**src/rtl/busdec_pkg.sv**
```systemverilog
// Shared types for the console memory decoder and wait-state generator.
// Assumes a 16-bit CPU byte address space.
package busdec_pkg;

    typedef enum logic [2:0] {
        RG_BOOT,
        RG_PAD,
        RG_SOUND,
        RG_VIDEO,
        RG_SPEECH,
        RG_SROM,
        RG_XRAM,
        RG_EXT
    } region_e;

    typedef enum logic [1:0] {
        SQ_IDLE,
        SQ_HOLD,
        SQ_LAST
    } seq_e;

    localparam int CTL_VWAIT   = 0;
    localparam int CTL_FASTRAM = 1;
    localparam int CTL_NUM     = 2;

    // True when an access to region r answers through the 8-bit multiplexer.
    function automatic logic via_mux(region_e r, logic rd);
        case (r)
            RG_SOUND, RG_SPEECH, RG_SROM, RG_EXT: via_mux = 1'b1;
            RG_VIDEO:                             via_mux = !rd;
            default:                              via_mux = 1'b0;
        endcase
    endfunction

endpackage

```
**src/rtl/busdec_region.sv**
```systemverilog
// Address region decoder and wait-count selector.
// Purely combinational. Assumes the control bits are stable while an access is accepted.
module busdec_region
    import busdec_pkg::*;
#(
    parameter int MUX_WAIT  = 4,
    parameter int SROM_WAIT = 26,
    parameter int VID_EXTRA = 1,
    parameter int CNT_W     = 5
) (
    input  logic [15:0]      addr,
    input  logic             rd,
    input  logic             vwait_en,
    input  logic             fast_en,
    output region_e          region,
    output logic [CNT_W-1:0] wait_n
);

    logic in_xram_range;

    // Classify the address into one region.
    always_comb begin
        in_xram_range = (addr >= 16'h2000 && addr <= 16'h3FFF) || (addr >= 16'hA000);
        if (addr <= 16'h1FFF)
            region = RG_BOOT;
        else if (addr >= 16'h8000 && addr <= 16'h83FF)
            region = RG_PAD;
        else if (addr >= 16'h8400 && addr <= 16'h87FF)
            region = RG_SOUND;
        else if (addr >= 16'h8800 && addr <= 16'h8FFF)
            region = RG_VIDEO;
        else if (addr >= 16'h9000 && addr <= 16'h97FF)
            region = RG_SPEECH;
        else if (addr >= 16'h9800 && addr <= 16'h9FFF)
            region = RG_SROM;
        else if (in_xram_range && fast_en)
            region = RG_XRAM;
        else
            region = RG_EXT;
    end

    // Select the number of hold clocks for the decoded region.
    always_comb begin
        case (region)
            RG_BOOT, RG_PAD, RG_XRAM: wait_n = '0;
            RG_SROM:                  wait_n = CNT_W'(SROM_WAIT);
            RG_VIDEO:                 wait_n = (rd && vwait_en) ? CNT_W'(MUX_WAIT + VID_EXTRA)
                                                                : CNT_W'(MUX_WAIT);
            default:                  wait_n = CNT_W'(MUX_WAIT);
        endcase
    end

endmodule

```
**src/rtl/busdec_ctlreg.sv**
```systemverilog
// Software control bits written one at a time through an address/data strobe.
// Bit k sits at CTL_BASE + CTL_STRIDE*k. Writes to any other address are ignored.
module busdec_ctlreg #(
    parameter int          NUM_BITS   = 2,
    parameter logic [15:0] CTL_BASE   = 16'h0400,
    parameter int          CTL_STRIDE = 2
) (
    input  logic                clk,
    input  logic                rst_n,
    input  logic                we,
    input  logic [15:0]         addr,
    input  logic                din,
    output logic [NUM_BITS-1:0] bits
);

    for (genvar k = 0; k < NUM_BITS; k++) begin : g_bit
        localparam logic [15:0] BIT_ADDR = 16'(CTL_BASE + CTL_STRIDE * k);
        // Update control bit k when its own address is written.
        always_ff @(posedge clk) begin
            if (!rst_n)
                bits[k] <= 1'b0;
            else if (we && addr == BIT_ADDR)
                bits[k] <= din;
        end
    end

endmodule

```
**src/rtl/busdec_seq.sv**
```systemverilog
// Access sequencer: accepts a request when idle, holds ready low for the
// latched wait count, then gives one final clock with ready high.
// Assumes the wait count is already valid in the same clock as the request.
module busdec_seq
    import busdec_pkg::*;
#(
    parameter int CNT_W = 5
) (
    input  logic             clk,
    input  logic             rst_n,
    input  logic             req,
    input  region_e          region_i,
    input  logic             rd_i,
    input  logic [CNT_W-1:0] wait_i,
    output logic             ready,
    output logic             active,
    output region_e          region_q,
    output logic             rd_q
);

    seq_e             state;
    logic [CNT_W-1:0] cnt;

    // Walk idle -> hold (optional) -> last -> idle, latching the access at accept.
    always_ff @(posedge clk) begin
        if (!rst_n) begin
            state    <= SQ_IDLE;
            cnt      <= '0;
            region_q <= RG_BOOT;
            rd_q     <= 1'b0;
        end else begin
            case (state)
                SQ_IDLE: begin
                    if (req) begin
                        region_q <= region_i;
                        rd_q     <= rd_i;
                        cnt      <= wait_i;
                        state    <= (wait_i == '0) ? SQ_LAST : SQ_HOLD;
                    end
                end
                SQ_HOLD: begin
                    cnt <= cnt - CNT_W'(1);
                    if (cnt == CNT_W'(1))
                        state <= SQ_LAST;
                end
                default: state <= SQ_IDLE;
            endcase
        end
    end

    // Ready is low only while holding; selects are live outside idle.
    always_comb begin
        ready  = (state != SQ_HOLD);
        active = (state != SQ_IDLE);
    end

endmodule

```
**src/rtl/busdec_waitgen.sv**
```systemverilog
// Top: console memory decode and wait-state generator.
// Decodes each accepted CPU access, drives one chip select and the multiplexer
// enable for the whole access, and stretches the cycle per region through the
// CPU ready line. Assumes that mem_req, cpu_addr and cpu_rd are valid at the accept edge.
module busdec_waitgen
    import busdec_pkg::*;
#(
    parameter int          MUX_WAIT  = 4,
    parameter int          SROM_WAIT = 26,
    parameter int          VID_EXTRA = 1,
    parameter logic [15:0] CTL_BASE  = 16'h0400
) (
    input  logic        clk,
    input  logic        rst_n,
    input  logic        mem_req,
    input  logic        cpu_rd,
    input  logic [15:0] cpu_addr,
    input  logic        ctl_we,
    input  logic [15:0] ctl_addr,
    input  logic        ctl_din,
    output logic        cpu_ready,
    output logic        mux_on,
    output logic        cs_boot,
    output logic        cs_pad,
    output logic        cs_sound,
    output logic        cs_video_rd,
    output logic        cs_video_wr,
    output logic        cs_speech,
    output logic        cs_srom,
    output logic        cs_xram
);

    localparam int VID_MAX = MUX_WAIT + VID_EXTRA;
    localparam int WMAX    = (SROM_WAIT > VID_MAX) ? SROM_WAIT : VID_MAX;
    localparam int CNT_W   = $clog2(WMAX + 1) + 1;

    logic [CTL_NUM-1:0] ctl_bits;
    region_e            dec_region;
    logic [CNT_W-1:0]   dec_wait;
    region_e            region_q;
    logic               rd_q;
    logic               active;

    busdec_ctlreg #(
        .NUM_BITS   (CTL_NUM),
        .CTL_BASE   (CTL_BASE),
        .CTL_STRIDE (2)
    ) u_ctl (
        .clk   (clk),
        .rst_n (rst_n),
        .we    (ctl_we),
        .addr  (ctl_addr),
        .din   (ctl_din),
        .bits  (ctl_bits)
    );

    busdec_region #(
        .MUX_WAIT  (MUX_WAIT),
        .SROM_WAIT (SROM_WAIT),
        .VID_EXTRA (VID_EXTRA),
        .CNT_W     (CNT_W)
    ) u_dec (
        .addr     (cpu_addr),
        .rd       (cpu_rd),
        .vwait_en (ctl_bits[CTL_VWAIT]),
        .fast_en  (ctl_bits[CTL_FASTRAM]),
        .region   (dec_region),
        .wait_n   (dec_wait)
    );

    busdec_seq #(
        .CNT_W (CNT_W)
    ) u_seq (
        .clk      (clk),
        .rst_n    (rst_n),
        .req      (mem_req),
        .region_i (dec_region),
        .rd_i     (cpu_rd),
        .wait_i   (dec_wait),
        .ready    (cpu_ready),
        .active   (active),
        .region_q (region_q),
        .rd_q     (rd_q)
    );

    // Drive the chip selects and multiplexer enable from the latched access.
    always_comb begin
        cs_boot     = active && (region_q == RG_BOOT);
        cs_pad      = active && (region_q == RG_PAD);
        cs_sound    = active && (region_q == RG_SOUND);
        cs_video_rd = active && (region_q == RG_VIDEO) && rd_q;
        cs_video_wr = active && (region_q == RG_VIDEO) && !rd_q;
        cs_speech   = active && (region_q == RG_SPEECH);
        cs_srom     = active && (region_q == RG_SROM);
        cs_xram     = active && (region_q == RG_XRAM);
        mux_on      = active && via_mux(region_q, rd_q);
    end

endmodule

```
**config.mk**
```make
export PLATFORM = sky130hd
export DESIGN_NAME = busdec_waitgen
export DESIGN_NICKNAME = d
export VERILOG_FILES = /design/src/rtl/busdec_pkg.sv /design/src/rtl/busdec_region.sv /design/src/rtl/busdec_ctlreg.sv /design/src/rtl/busdec_seq.sv /design/src/rtl/busdec_waitgen.sv
export SDC_FILE = /design/constraint.sdc
export NUM_CORES = 1
export LEC_CHECK = 0
export BUFFER_PORTS_ARGS = -buffer_cell sky130_fd_sc_hd__buf_2
export CAP_MARGIN = 20
export CORE_ASPECT_RATIO = 0.75
export CORE_MARGIN = 2
export CORE_UTILIZATION = 46
export DETAILED_ROUTE_END_ITERATION = 16
export MAX_ROUTING_LAYER = met4
export PLACE_DENSITY = 0.88
export RECOVER_POWER = 25
export SLEW_MARGIN = 40
export SYNTH_ARGS = -nofsm -noshare
export SYNTH_HDL_FRONTEND = slang
export SYNTH_HIERARCHICAL = 1
export SYNTH_SLANG_ARGS = --single-unit
```
**constraint.sdc**
```tcl
create_clock -name clk -period 2.15 [get_ports clk]
set_input_delay 0.3225 -clock clk [delete_from_list [all_inputs] [get_ports clk]]
set_output_delay 0.3225 -clock clk [all_outputs]
set_load 0.01 [all_outputs]
```
# Word-level counts from Yosys, hierarchy flattened
# Index checks and enable logic that the tools add are counted.
# op_classes
addsub	1
order_cmp	14
eq_ne	18
n_mux	16
n_reduce_logical	33
# op_table
op	count
$ge 16x16->1 const B	6
$le 16x16->1 const B	5
$eq 16x11->1 const B	2
$logic_and 1x1->1	20
$eq 3x3->1 const B	6
$mux 3	6
$pmux 6 s3	1
$ge 16x14->1 const B	1
$le 16x13->1 const B	1
$le 16x14->1 const B	1
$pmux 6 s2	1
$eq 3x2->1 const B	3
$eq 3x1->1 const B	2
$eq 6x1->1 const B	1
$logic_not 3->1	2
$logic_not 6->1	1
$mux 2	3
$mux 6	1
$reduce_and 2->1	3
$sub 6x1->6 const B	1
$ne 2x1->1 const B	2
$pmux 2 s2	1
$reduce_bool 2->1	2
$reduce_or 4->1	1
8 further kinds	9
# totals
reg_bits	14
input_bits	38
wordCells	88

# Depth between registers and ports, before layout
# logic_depth
depth_word	18
depth_mapped	7
mapped_depth_nobuf	6

# Cells and area by module
# Netlist, hierarchy kept.
# by_module_without_submodules
mod	n_inst	cells_each	area_per_inst_um2	seq_area_each_um2
busdec_seq	1	75	671.9	240.2
busdec_ctlreg	1	14	128.9	40.0
busdec_region	1	24	118.9	0.0
busdec_waitgen	1	19	100.1	0.0

# Worst setup path before layout
# Ideal clock, no wire load.
# synth_timing
kind	in2reg
from	in cpu_addr[10]
to	reg u_seq.state[1]
t_arrival_ns	1.901
required_ns	2.080
slack_ns	0.179
path_stages	6
n_path_buf	0
path_cell_list	or3_1 -> nand2_1 -> o21ai_1 -> or4_4 -> or4b_1 -> a21oi_1
# synth_via
elab_chain_cells	18
word_cells_on_any_way	40
classes_between	14 x order compare; 4 x eq/ne; 11 x mux; 11 x reduce/logical
# synth_rtl
element	line	rtl
start, declared	busdec_waitgen.sv:17	input logic [15:0] cpu_addr,
$ge 16x14->1 or $le 16x14->1 (tied branches)	busdec_region.sv:23	in_xram_range = (addr >= 16'h2000 && addr <= 16'h3FFF) || (addr >= 16'hA000);
$logic_and 1x1->1	busdec_region.sv:23	
$logic_or 1x1->1	busdec_region.sv:23	
$logic_and 1x1->1	busdec_region.sv:36	else if (in_xram_range && fast_en)
$mux 1	busdec_region.sv:36	
$mux 3	busdec_region.sv:34	else if (addr >= 16'h9800 && addr <= 16'h9FFF)
$mux 3	busdec_region.sv:32	else if (addr >= 16'h9000 && addr <= 16'h97FF)
$mux 3	busdec_region.sv:30	else if (addr >= 16'h8800 && addr <= 16'h8FFF)
[3 not listed]	-	
$eq 3x1->1 (tied with other cells)	busdec_region.sv:44	case (region)
$reduce_or 3->1	busdec_region.sv:44	
$pmux 6 s3 (*)	busdec_region.sv:44	
via dec_wait[2]	busdec_waitgen.sv:39	logic [CNT_W-1:0] dec_wait;
$logic_not 6->1 (*)	busdec_seq.sv:38	state <= (wait_i == '0) ? SQ_LAST : SQ_HOLD;
$mux 2 (*)	busdec_seq.sv:38	
$mux 2 (*)	busdec_seq.sv:34	if (req) begin
$pmux 2 s2 (*)	busdec_seq.sv:32	case (state)
end signal, assigned	busdec_seq.sv:38	
end, declared	busdec_seq.sv:21	seq_e state;
# The timed path passes the listed nets; every way through them passes the cells marked *. The select of a mux whose other input is x is not followed.
# A chain may end at the register's enable or synchronous reset.

# Final worst setup path
# layout_timing
from	reg u_seq.state[0]
to	out cs_video_wr
# layout_via
elab_chain_cells	3
# layout_rtl
element	line	rtl
$reduce_bool 2->1	busdec_seq.sv:54	active = (state != SQ_IDLE);
via active	busdec_waitgen.sv:42	logic active;
$logic_and 1x1->1 (2 in series)	busdec_waitgen.sv:92	cs_video_wr = active && (region_q == RG_VIDEO) && !rd_q;
end, declared	busdec_waitgen.sv:27	output logic cs_video_wr,
# The timed path passes the listed nets, and every way through them passes these cells.

==> results_dict.tcl <==
set metrics [dict create \
    outcome "completed" \
    overflow 0 \
    setup_ws_ps 108 \
    netlist_instances 132 \
    cts_max_level 1 \
    via_per_inst 5.82 \
    critical-path-slowest-cell "dfxtp_1" \
    diodes 0 \
    total_power_uw 702 \
    arrival_ps 1720 \
    wl_um 2700 \
    gp_congestion 0.934 \
    gr-usage-all-layers_pct 22.3 \
    finalHoldViolations 0 \
    cts.sinks 14 \
    coreArea_mm2 0.00205 \
    die_x_um 58.4 \
    cts_buffers 3 \
    ys_ff_latch 14 \
    start_util_pct 49.8 \
    clock_path_buffers 2 \
    row_count 14 \
    synth_most_common_cell "nor2_1" \
    synth-edff-count 0 \
    routedWlPerCell_um 13.8 \
    rr_worst_depth 6 \
    cp-start-kind "flip-flop" \
    rsz0062_at_grt "false" \
    slew_violations 0 \
    area_growth_pct 23.1 \
    slew_headroom_pct 31.3 \
    worstHoldPathCells 2 \
    cts_hold_buf 0 \
    worst_ir_drop_vdd_uv 428 \
    seq_area_frac_synth_pct 27.5 \
    grt_max_degree 16 \
    cp.required_ps 1830 \
    fmax_mhz 490 \
    firstDrtPassIters 4 \
    synthTopCellsByArea "dfxtp_1, nor2_1, nand2_1" \
    antenna_found_initial 0 \
    yosysWarnings 6 \
    r2r_slack_ps 200 \
    netlist-cell-type-count 45 \
    synth_nets 172 \
    path_delay_family "simple AND/OR/NAND/NOR gates" \
    slowest_delay_ps 610 \
    clk_pin_slew_ps 90 \
    crit_chain "or2_2 -> nor2b_1 -> nand3_1 -> nor2_1 -> buf_2" \
    synth_top_area_share_pct 27.5 \
    root_buffer "clkbuf_4" \
    hp-class "primary input to flip-flop" \
    whs_endpoint "u_ctl/bits[0]" \
    dr.first_iter.drc_count 34 \
    io_buffers 37 \
    die_h_um 44.8 \
    post_dp_cell_area_mm2 0.00123 \
    final_area_mm2 0.00125 \
    clock_latency_ps 290 \
    path_buf_inv 1 \
    final_nets 212 \
    syn_area_per_cell_um2 7.73 \
    drc 0 \
    ant_nets 0 \
    dieArea_mm2 0.00261 \
    cp.depth 5 \
    pre_cts_ws_ps 10.2 \
    async_flop_share_pct 0 \
    path_max_fanout 15 \
    ys.flop_type "dfxtp_1" \
    nFillCells 175 \
    skew_ps 9.25 \
    min_period_ps 2040 \
    powerDensity_mw_per_mm2 559 \
    syn_area_mm2 0.00102 \
    tightest_slew_ps 1030 \
    maxCapViolCount 0 \
    setup_tns_ps 0 \
    vias 1135 \
    grt_pass1_vias 1054 \
    min_period_over_period_pct 95.0 \
    r2r_end "u_seq/state[1]" \
    hpwl_um 2200 \
    hold_start "ctl_addr[1]" \
    io_pins 48 \
    setup_viol 0 \
    cts_resized 0 \
    p_leak_nw 0.539 \
    r2r-start "u_ctl/bits[1]" \
    endpoint_kind "primary output" \
    cts_tree "yes" \
    drive_above_1_share_pct 32.7 \
    ys_top_cells_by_count "nor2_1, dfxtp_1, nand2_1" \
    synth_top_cell_by_area "dfxtp_1" \
    grt_pass1_wl_um 4270 \
    cts_setup_buffers 0 \
    crit_type "flip-flop to primary output" \
]
layout make-up:
type	instances	area [um^2]	share of cell area, %
timing repair buffer	40	204	16.3
multi-input combinational	106	678	54.0
tap	24	30.0	2.39
clock buffer	4	36.3	2.89
sequential	14	280	22.3
inverter	7	26.3	2.09
report_power, final:
part	switching (mW)	internal (mW)
Sequential	0.0338	0.281
Clock	0.0872	0.103
Combinational	0.0984	0.0985
Total	0.219	0.483
cell families (layout without fill, tap and decap cells):
| family | after synthesis | after routing | share of synthesized area, % |
|---|---|---|---|
| multiplexers | 5 | 5 | 4.91 |
| AO/OA/AOI/OAI | 27 | 27 | 19.1 |
| other | 1 | 1 | 0.368 |
| AND/OR/NAND/NOR | 70 | 70 | 39.3 |
| flip-flops | 14 | 14 | 27.5 |
| adder cells (fa/ha/maj) | 2 | 2 | 2.45 |
| XOR/XNOR | 1 | 1 | 0.859 |
| buffers and inverters | 12 | 51 | 5.52 |
metal layers:
layer  vias up  wire length, um  track usage (%)
li1        545                -                -
met1       530             1110             24.0
met2        52             1380             39.1
met3         8              149             5.73
met4         0               56             9.77
met5         -                0                -
metrics by stage:
step | cells | utilization (%) | hold WS, ps
after floorplan | 132 | - | 424
after global placement | 191 | 59.9 | 464
after detailed placement | 191 | 59.9 | 482
after CTS | 195 | 61.7 | 251
after global routing | 195 | 61.2 | 251
final | 195 | 61.2 | 262
registers in the layout, indices dropped and copies added, names as in the netlist:
signal and count:
u_ctl/bits 2, u_seq/cnt 6, u_seq/rd_q 1, u_seq/region_q 3
u_seq/state 2
worst max-delay path by stage:
| stage | start | to | slack [ps] |
|---|---|---|---|
| 2_1_floorplan | cpu_addr[10] | u_seq/state[1] | 180 |
| 3_3_place_gp | cpu_addr[10] | u_seq/state[1] | 10 |
| 3_5_place_dp | cpu_addr[10] | u_seq/state[1] | 10 |
| 4_1_cts | u_seq/state[0] | cs_video_wr | 110 |
| 5_1_grt | u_seq/state[0] | cs_video_wr | 50 |
| 6_report | u_seq/state[0] | cs_video_wr | 110 |
layout by cell type (no fill, tap or decap), types with 2 or more instances in the layout:
master    instances
a21oi_1           5
buf_2            37
buf_4             2
clkbuf_4          3
dfxtp_1          14
ha_1              2
inv_1             7
mux2i_1           5
nand2_1          14
nand2b_1          5
nand3b_1          4
nor2_1           19
nor2b_1           4
nor3_1            3
nor3b_1           3
nor4_1            2
nor4b_2           2
o211ai_1          2
o21ai_0           4
o221ai_1          2
o31ai_1           2
or2_2             3
or3_1             3
worst reg2reg max path, stage by stage, from the launching register on:
cell and delay (ps):
dfxtp_1 350, nor2b_1 50, o21ai_0 220, o21ai_1 140, or4_4 530, or4b_1 470, a21oi_1 150
Power figures use the tool's default switching activity.
